--- config.mk ---
export PLATFORM = sky130hd
export DESIGN_NAME = nestIntCtrl
export DESIGN_NICKNAME = d
export VERILOG_FILES = /design/src/rtl/nestIntPkg.sv /design/src/rtl/intPollPick.sv /design/src/rtl/intDatapath.sv /design/src/rtl/intControl.sv /design/src/rtl/nestIntCtrl.sv
export SDC_FILE = /design/constraint.sdc
export NUM_CORES = 1
export LEC_CHECK = 0
export BUFFER_PORTS_ARGS = -buffer_cell sky130_fd_sc_hd__buf_2
export CAP_MARGIN = 40
export CORE_MARGIN = 4
export CORE_UTILIZATION = 40
export DETAILED_ROUTE_END_ITERATION = 12
export PLACE_DENSITY = 0.71
export SYNTH_ARGS = -nofsm -noshare
export SYNTH_HDL_FRONTEND = slang
export SYNTH_HIERARCHICAL = 1
export SYNTH_SLANG_ARGS = --single-unit
--- constraint.sdc ---
create_clock -name clk -period 3.5 [get_ports clk]
set_clock_uncertainty 0.1 [all_clocks]
set_input_delay 0.175 -clock clk [delete_from_list [all_inputs] [get_ports clk]]
set_output_delay 0.175 -clock clk [all_outputs]
set_load 0.05 [all_outputs]
--- src/rtl/nestIntPkg.sv ---
package nestIntPkg;
  localparam int NUM_SRC    = 15;
  localparam int IDX_W      = $clog2(NUM_SRC);
  localparam int VEC_W      = 16;
  localparam int VEC_BASE   = 3;
  localparam int VEC_STRIDE = 8;
  // polling order interleaves the sources in three columns of five
  localparam int POLL_COLS  = 3;
  localparam int POLL_GROUP = NUM_SRC / POLL_COLS;

  typedef enum logic {
    LVL_LOW  = 1'b0,
    LVL_HIGH = 1'b1
  } level_e;

  typedef struct packed {
    logic load;       // arbitration result may be captured
    logic allowHigh;  // high-level requests may compete
    logic allowLow;   // low-level requests may compete
  } ctrlStrobes_t;

  // source number polled at position r of the fixed order
  function automatic int srcAtRank(int r);
    return (r % POLL_COLS) * POLL_GROUP + r / POLL_COLS;
  endfunction

  function automatic logic [VEC_W-1:0] vectorOf(logic [IDX_W-1:0] idx);
    return VEC_W'(VEC_BASE + VEC_STRIDE * int'(idx));
  endfunction
endpackage

--- src/rtl/intPollPick.sv ---
module intPollPick
  import nestIntPkg::*;
#(
  parameter int N = NUM_SRC,
  parameter int W = IDX_W
) (
  input  logic [N-1:0] reqMask,
  output logic         found,
  output logic [W-1:0] winIdx
);
  logic [N-1:0] ordered;

  // place requests in polling order: bit r = request at rank r
  for (genvar r = 0; r < N; r++) begin : g_order
    assign ordered[r] = reqMask[srcAtRank(r)];
  end

  always_comb begin
    found  = 1'b0;
    winIdx = '0;
    for (int r = N - 1; r >= 0; r--) begin
      if (ordered[r]) begin
        found  = 1'b1;
        winIdx = W'(srcAtRank(r));
      end
    end
  end
endmodule

--- src/rtl/intDatapath.sv ---
module intDatapath
  import nestIntPkg::*;
#(
  parameter int N = NUM_SRC,
  parameter int W = IDX_W,
  parameter int V = VEC_W
) (
  input  logic         clk,
  input  logic         rstN,
  input  logic [N-1:0] irqLines,
  input  logic [N-1:0] srcEnable,
  input  logic         globalEnable,
  input  logic [N-1:0] srcPriority,
  input  ctrlStrobes_t strobes,
  output logic         winValid,
  output level_e       pendLevel,
  output logic [V-1:0] irqVector
);
  logic [N-1:0] eligible, highMask, lowMask;
  logic         highFound, lowFound;
  logic [W-1:0] highIdx, lowIdx, winIdx;
  level_e       winLevel;

  always_comb begin
    eligible = irqLines & srcEnable & {N{globalEnable}};
    highMask = eligible & srcPriority & {N{strobes.allowHigh}};
    lowMask  = eligible & ~srcPriority & {N{strobes.allowLow}};
  end

  intPollPick #(.N(N), .W(W)) i_pickHigh (
    .reqMask(highMask), .found(highFound), .winIdx(highIdx)
  );
  intPollPick #(.N(N), .W(W)) i_pickLow (
    .reqMask(lowMask), .found(lowFound), .winIdx(lowIdx)
  );

  always_comb begin
    winValid = highFound || lowFound;
    winLevel = highFound ? LVL_HIGH : LVL_LOW;
    winIdx   = highFound ? highIdx : lowIdx;
  end

  always_ff @(posedge clk) begin
    if (!rstN) begin
      irqVector <= '0;
      pendLevel <= LVL_LOW;
    end else if (strobes.load && winValid) begin
      irqVector <= V'(vectorOf(winIdx));
      pendLevel <= winLevel;
    end
  end
endmodule

--- src/rtl/intControl.sv ---
module intControl
  import nestIntPkg::*;
(
  input  logic         clk,
  input  logic         rstN,
  input  logic         cpuAck,
  input  logic         retStrobe,
  input  logic         winValid,
  input  level_e       pendLevel,
  output ctrlStrobes_t strobes,
  output logic         irqReq,
  output logic [1:0]   inSvc
);
  logic       ackTaken, reqNext;
  logic [1:0] svcNext;

  always_comb begin
    strobes.load      = !irqReq;
    strobes.allowHigh = !inSvc[1];
    strobes.allowLow  = !inSvc[1] && !inSvc[0];
  end

  always_comb begin
    ackTaken = irqReq && cpuAck;
    reqNext  = irqReq ? !cpuAck : winValid;
    svcNext  = inSvc;
    if (retStrobe) begin
      if (svcNext[1]) svcNext[1] = 1'b0;
      else            svcNext[0] = 1'b0;
    end
    if (ackTaken) begin
      if (pendLevel == LVL_HIGH) svcNext[1] = 1'b1;
      else                       svcNext[0] = 1'b1;
    end
  end

  always_ff @(posedge clk) begin
    if (!rstN) begin
      irqReq <= 1'b0;
      inSvc  <= 2'b00;
    end else begin
      irqReq <= reqNext;
      inSvc  <= svcNext;
    end
  end
endmodule

--- src/rtl/nestIntCtrl.sv ---
module nestIntCtrl
  import nestIntPkg::*;
#(
  parameter int N = NUM_SRC,
  parameter int V = VEC_W
) (
  input  logic         clk,
  input  logic         rstN,
  input  logic [N-1:0] irqLines,
  input  logic [N-1:0] srcEnable,
  input  logic         globalEnable,
  input  logic [N-1:0] srcPriority,
  input  logic         cpuAck,
  input  logic         retStrobe,
  output logic         irqReq,
  output logic [V-1:0] irqVector
);
  localparam int W = $clog2(N);

  ctrlStrobes_t strobes;
  logic         winValid;
  level_e       pendLevel;
  logic [1:0]   inSvc;

  intDatapath #(.N(N), .W(W), .V(V)) i_dp (
    .clk(clk), .rstN(rstN), .irqLines(irqLines), .srcEnable(srcEnable),
    .globalEnable(globalEnable), .srcPriority(srcPriority),
    .strobes(strobes), .winValid(winValid), .pendLevel(pendLevel),
    .irqVector(irqVector)
  );

  intControl i_ctrl (
    .clk(clk), .rstN(rstN), .cpuAck(cpuAck), .retStrobe(retStrobe),
    .winValid(winValid), .pendLevel(pendLevel), .strobes(strobes),
    .irqReq(irqReq), .inSvc(inSvc)
  );
endmodule

==> results.md, run 1 <==
- Status: finished, final reports clean
- Filler cells: 370
- Mapped Cells: 201
- Clk slew on worst S/H paths: 0.06 ns
- CTS Hold Buffers Added: 0
- CP arrival: 2.52 ns
- Post-Synth XOR/XNOR Area: 0%
- Final cell count without fillers: 299
- Crit path depth: 9
- R2r worst-path depth: 9
- Layout cell share with drive strength beyond 1: between 30% and 40%
- Fin area: 1640 um2
- Seq cells post-synth: 9
- Synth Area in Simple Gates: 48.6%
- Die width: between 60 and 70 um
- Max_cap viols: 0
- CP Max Fanout: 15
- Clk Latency, worst-skew pair: about 0.25 ns
- Num CTS Buffers: 3
- Io pins: 67
- Core area: 3340 um2
- Critical path's top delay family: simple AND/OR/NAND/NOR gates
- Initial antenna violation count: 0
- Largest net degree at the start of global routing: 17
- Most common cell after layout, fill and taps aside: buf_2
- P_leak: 0.000702 uW
- First-pass GRT wire length: 5580 um
- CTS resizes: 0
- Async SR Flop Fraction: 0%
- Clk Tree Root Cell: clkbuf_4
- Port Buffers: 56
- Dpl cells: 295
- Remaining DRCs: 0
- Most frequent cells in the layout: buf_2 (56), nor2_1 (40), nand2_1 (21)
- Reg-to-Reg Start: i_ctrl/inSvc[1]
- Die Y: 66.8 um
- Rel. slew slack: 62.4%
- Area delta synth->final: 19.0%
- Antenna-violating nets left: 0
- Dominant synthesized flop cell: dfxtp_1
- Row count: 21
- Num Clock Sinks: 9
- Min Tclk post-route: 2.48 ns
- Yosys cell types: 37
- Pwr/cell area: 280 nW/um2
- Type of the worst setup path: register to register
- Register area share after synthesis: 13.0%
- Hold crit path type: input pin to register
- Placed Instance Area: 1620 um2
- Grt total ovfl: 0
- Crit path required time: roughly 3.6 ns
- Count of final setup violators: 0
- Crit. End Element: register
- Register area: 180 um2
- Setup TNS: 0 ns
- Adder-cell share of the synthesized area: 0%
- Final worst path period share: 70.7%
- Syn Area/Cell: just under 7 um2
- Fin. max-slew vios: 0
- Via density: 5.21
- Final HPWL DP: between 2000 and 3000 um
- GRT Resource Usage Total: 15.6%
- Syn Std Cell Area: 1380 um2
- Worst Setup SP: i_ctrl/inSvc[1]
- Fraction of the mapped netlist area in compound gates: 23.3%
- Fmax: roughly 0.40 GHz
- Final Wtd Congestion: 0.918
- Largest family of logic cells by synthesized area: simple AND/OR/NAND/NOR gates
- HP Start: retStrobe
- RSZ-0062 raised after global routing: false
- Peak supply drop: approximately 0.27 mV
- Post-synthesis mux area share: 2.90%
- Nets@finish: 304
- Via Count: 1559
- CP max stage delay: slightly above 0.4 ns
- Clock Tree Buf Depth: 2
- Routed len/inst: 12.0 um
- Setup bufs post-CTS: 0
- Slowest CP cell: or2_2
- # diodes: 0
- CTS tree: built
- Critical Path Start Type: register
- CP Buf/Inv Count: 1
- Die area: ~4500 um2
- Initial DRC Count: 157
- Post-synth EDFFs: 0
- Hold depth: 3
- Hold Fails Final Rpt: 0
- Synth warn: 6
- Drt total wl: 3580 um
- Worst-Margin Slew: 0.559 ns
- Initial core utilization: between 40% and 50%
- Vias in the first global route: ~1300
- DR pass1 iterations: 4
- CTS HTree Levels: 1
- Footprint of the multi-input gates: 1070 um2
- CP cell instances: inv_1 -> nand3_1 -> nor2_1 -> nor4_1 -> and3_1 -> nand2_1 -> or2_2 -> nand2b_1 -> a21boi_1
==> through the flow <==
stage | hold WS [ns] | setup slack (ns) | utilization (%) | total power (uW)
after floorplan | 0.211 | 1.44 | - | 337
after global placement | 0.335 | 1.11 | 48.5 | 382
after detailed placement | 0.345 | 1.05 | 48.5 | 384
after CTS | 0.0803 | 1.03 | 49.3 | 465
after global routing | 0.0924 | 0.697 | 49.3 | 496
final | 0.0865 | 1.02 | 49.3 | 461
==> final timing paths <==
| check | endpoint | slack (ns) |
|---|---|---|
| max | i_ctrl/irqReq | 1.02 |
| min | i_ctrl/inSvc[1] | 0.09 |
| max reg2reg | i_ctrl/irqReq | 1.02 |
| min reg2reg | i_ctrl/inSvc[0] | 0.35 |
==> worst min-delay path: cells and delay by family <==
kind,cells,cell delay [ns]
buf+inv,1,0.08
simple gates,2,0.14
==> cell families (layout without fill, tap and decap cells) <==
family | after synthesis | after routing
AOI/OAI and AO/OA | 39 | 39
and+or+nand+nor | 123 | 123
buffers and inverters | 25 | 68
other | 1 | 10
muxes | 4 | 4
DFF | 9 | 9
==> final cells by class <==
cell class	instances	area share (%)
sequential	9	11.0
multi-input combinational	176	65.1
timing repair buffer	56	17.0
clock buffer	4	1.60
tap	46	3.50
inverter	8	1.83
==> cells in the mapped netlist (4+ instances only) <==
cell type  number  area, um2
nor2_1         40        150
nand2_1        21       78.8
nand3_1        15       75.1
buf_4          14        105
nor3_2         10        100
dfxtp_1         9        180
a21oi_1         8       40.0
inv_1           8       30.0
nand2b_1        8       50.1
o21ai_0         6       30.0
nand3b_1        5       37.5
a211oi_1        4       30.0
a221oi_2        4       60.1
and3_1          4       25.0
mux2i_1         4       40.0
nand4bb_1       4       45.0
nor3_1          4       20.0
nor4_1          4       25.0
o211ai_2        4       50.1
o31ai_1         4       30.0
==> registers in the layout (all words and copies together), names as in the netlist <==
register and count:
i_dp/pendLevel 1, i_ctrl/inSvc 2, i_ctrl/irqReq 1, i_dp/irqVector 5
==> layer usage <==
layer	vias to the layer above	wire length, um	track usage, %
li1	808	-	-
met1	688	1620	21.2
met2	63	1640	25.4
met3	0	320	2.70
met4	0	0	3.55
met5	-	0	0
==> where the power goes <==
group          total (uW)  internal, uW  switching [uW]
registers             126           116            10.2
clock network        77.4          43.8            33.6
logic                 258          91.3             167
(Power assumes the default switching activity.)
==> inputs of run 2 (changes only) <==
Settings changed: ABC_AREA set to 1, PLACE_DENSITY 0.71 to 0.7.
Clock period 3.5 ns to 2.4 ns, I/O delays scaled along.
==> results.md, run 2 <==
- Status: finished, final reports clean
- Clk slew on worst S/H paths: 0.06 ns
- Peak supply drop: 0.284 mV
- Io pins: 67
- Final worst path period share: 90.4%
- R2r worst-path depth: 9
- Max FFs per register: 5
- Die area: 4580 um2
- Worst Setup SP: i_ctrl/inSvc[1]
- Clk Tree Root Cell: clkbuf_4
- CP Max Fanout: 16
- Syn Area/Cell: 5.63 um2
- Fin. max-slew vios: 0
- Final Wtd Congestion: 0.899
- CTS tree: built
- Grt total ovfl: 0
- Async SR Flop Fraction: 0%
- Dominant synthesized flop cell: dfxtp_1
- Final cell count without fillers: about 360
- Area delta synth->final: 23.3%
- Most flops, register: i_dp/irqVector
- Largest cells by area after synthesis: nand2_1 (17%), dfxtp_1 (13%), nor2_1 (10%), inv_1 (7.6%), bufinv_8 (7.4%)
- Via Count: 1660
- Setup crit end: i_ctrl/irqReq
- CTS HTree Levels: 1
- Initial DRC Count: 79
- Largest regs: i_dp/irqVector (5), i_ctrl/inSvc (2)
- Synth top area share: 17.4%
- Initial antenna violation count: 0
- Yosys cell types: 22
- Min Tclk post-route: roughly 2.2 ns
- Worst R2R End: i_ctrl/irqReq
- Row count: 21
- DR pass1 iterations: 4
- Antenna-violating nets left: 0
- Remaining DRCs: 0
- P_leak: 0.000976 uW
- Core area: 3390 um2
- CP Buf/Inv Count: 1
- Max_cap viols: 0
- Clock Tree Buf Depth: 2
- CP cell instances: inv_2 -> nand2_1 -> nor2_1 -> or2_1 -> nor2_1 -> nand4_1 -> or2_2 -> o21ai_0 -> a21oi_1
- Syn Std Cell Area: 1420 um2
- Setup TNS: 0 ns
- Type of the worst setup path: register to register
- Drt total wl: ~3700 um
- Routed len/inst: about 10 um
- Post-synth EDFFs: 0
- Register area: 180 um2
- Filler cells: 355
- Count of final setup violators: 0
- Nets@finish: approximately 360
- Port Buffers: 56
- Most used cell, CP: nor2_1
- Synth warn: 6
- Most common cell after layout, fill and taps aside: nand2_1
- Crit path depth: 9
- Hold crit path type: input pin to register
- # diodes: 0
- Num Clock Sinks: 9
- Reg-to-Reg Start: i_ctrl/inSvc[1]
- CP arrival: about 2.2 ns
- Hold Fails Final Rpt: 0
- Critical path's top delay family: simple AND/OR/NAND/NOR gates
- GRT Resource Usage Total: between 10% and 20%
- Crit path required time: 2.44 ns
- Largest net degree at the start of global routing: 17
- Crit. End Element: register
- R2R setup slack: 0.23 ns
- Dpl cells: 354
- Initial core utilization: 42.0%
- CP max stage delay: a little over 0.4 ns
- First-pass GRT wire length: between 6000 and 7000 um
- Leading area contributor after synthesis: nand2_1
- Fmax: 0.461 GHz
- Critical Path Start Type: register
- Seq cells post-synth: 9
- Pwr/cell area: 392 nW/um2
- Top-count cell post-synth: nand2_1
- RSZ-0062 raised after global routing: false
- Slowest CP cell: or2_2
- Final HPWL DP: 3260 um
- Clk Latency, worst-skew pair: roughly 0.25 ns
- Most frequent cells in the layout: nand2_1 (66), buf_2 (56), nor2_1 (38)
- Num CTS Buffers: 3
- Post-synth top cells: nand2_1 (66), nor2_1 (38), inv_1 (29)
- Layout cell share with drive strength beyond 1: between 20 and 30%
- Footprint of the multi-input gates: 908 um2
- Die Y: 67.7 um
- Mapped Cells: roughly 250
- Via density: 4.62
- Register area share after synthesis: 12.7%
- Die width: about 68 um
- Vias in the first global route: approximately 1400
-- run 2: changes by cell type after synthesis, sizes merged, moves of 5 or more --
cell    delta
o21ai      +9
a21oi      +7
inv       +28
nand3b     -5
nand2     +44
bufinv     +6
nor3       +5
nand2b     -8
o211ai     -5
-- run 2: stage by stage --
step | utilization, % | total power [uW] | setup slack (ns) | area, um2 | hold WS [ns]
floorplan | - | 489 | 0.372 | 1460 | 0.109
global placement | 50.5 | 572 | 0.193 | 1710 | 0.233
detailed placement | 50.5 | 575 | 0.228 | 1710 | 0.234
CTS | 51.6 | 693 | 0.206 | 1750 | 0.0426
global route | 51.8 | 755 | 0.00295 | 1760 | 0.0507
finish | 51.8 | 688 | 0.231 | 1760 | 0.0446
-- run 2: worst min-delay path, delay by kind of cell --
family	cells	cell delay, ns
buffers and inverters	2	0.12
AO/OA/AOI/OAI	1	0.06
AND/OR/NAND/NOR	1	0.05
-- run 2: cell type report --
type | instances | share of cell area, %
multi-input combinational | 192 | 51.7
inverter | 46 | 14.5
clock buffer | 4 | 1.50
timing repair buffer | 62 | 18.7
tap | 46 | 3.28
sequential | 9 | 10.3
-- run 2: repair_timing --
| item | 4_1_cts | 5_1_grt |
|---|---|---|
| gates resized for setup | 0 | 3 |
| setup buffers | 0 | 0 |
| hold buffers | 1 | 0 |
| setup endpoints to repair | 0 | 2 |
| endpoints found under the hold margin | 1 | 0 |
-- run 2: logic make-up after synthesis --
group | Yosys count | share of synthesized area [%]
DFF | 9 | 12.7
AOI/OAI and AO/OA | 33 | 13.4
and+or+nand+nor | 149 | 47.4
buffers and inverters | 61 | 26.4
other | 1 | 0.263
-- run 2: routing by layer --
| layer | track usage (%) | routed length [um] | vias to the layer above |
|---|---|---|---|
| met5 | 0 | 0 | - |
| met4 | 0.759 | 0 | 0 |
| met3 | 3.33 | 227 | 0 |
| met2 | 28.1 | 1780 | 47 |
| met1 | 24.4 | 1730 | 715 |
| li1 | - | - | 898 |
-- run 2: worst min-delay path by stage --
| stage | from | endpoint | slack [ns] | cells past startpoint |
|---|---|---|---|---|
| 6_report | retStrobe | i_ctrl/inSvc[1] | 0.04 | 4 |
| 3_5_place_dp | cpuAck | i_ctrl/irqReq | 0.23 | 2 |
| 5_1_grt | rstN | i_dp/irqVector[3] | 0.05 | 3 |
| 3_3_place_gp | cpuAck | i_ctrl/irqReq | 0.23 | 2 |
| 2_1_floorplan | cpuAck | i_ctrl/irqReq | 0.11 | 1 |
| 4_1_cts | rstN | i_dp/irqVector[3] | 0.04 | 3 |
-- run 2: power breakdown --
| part | internal [uW] | total [uW] | switching (uW) |
|---|---|---|---|
| Sequential | 170 | 183 | 13.0 |
| Combinational | 134 | 393 | 259 |
| Clock | 63.8 | 113 | 49.0 |
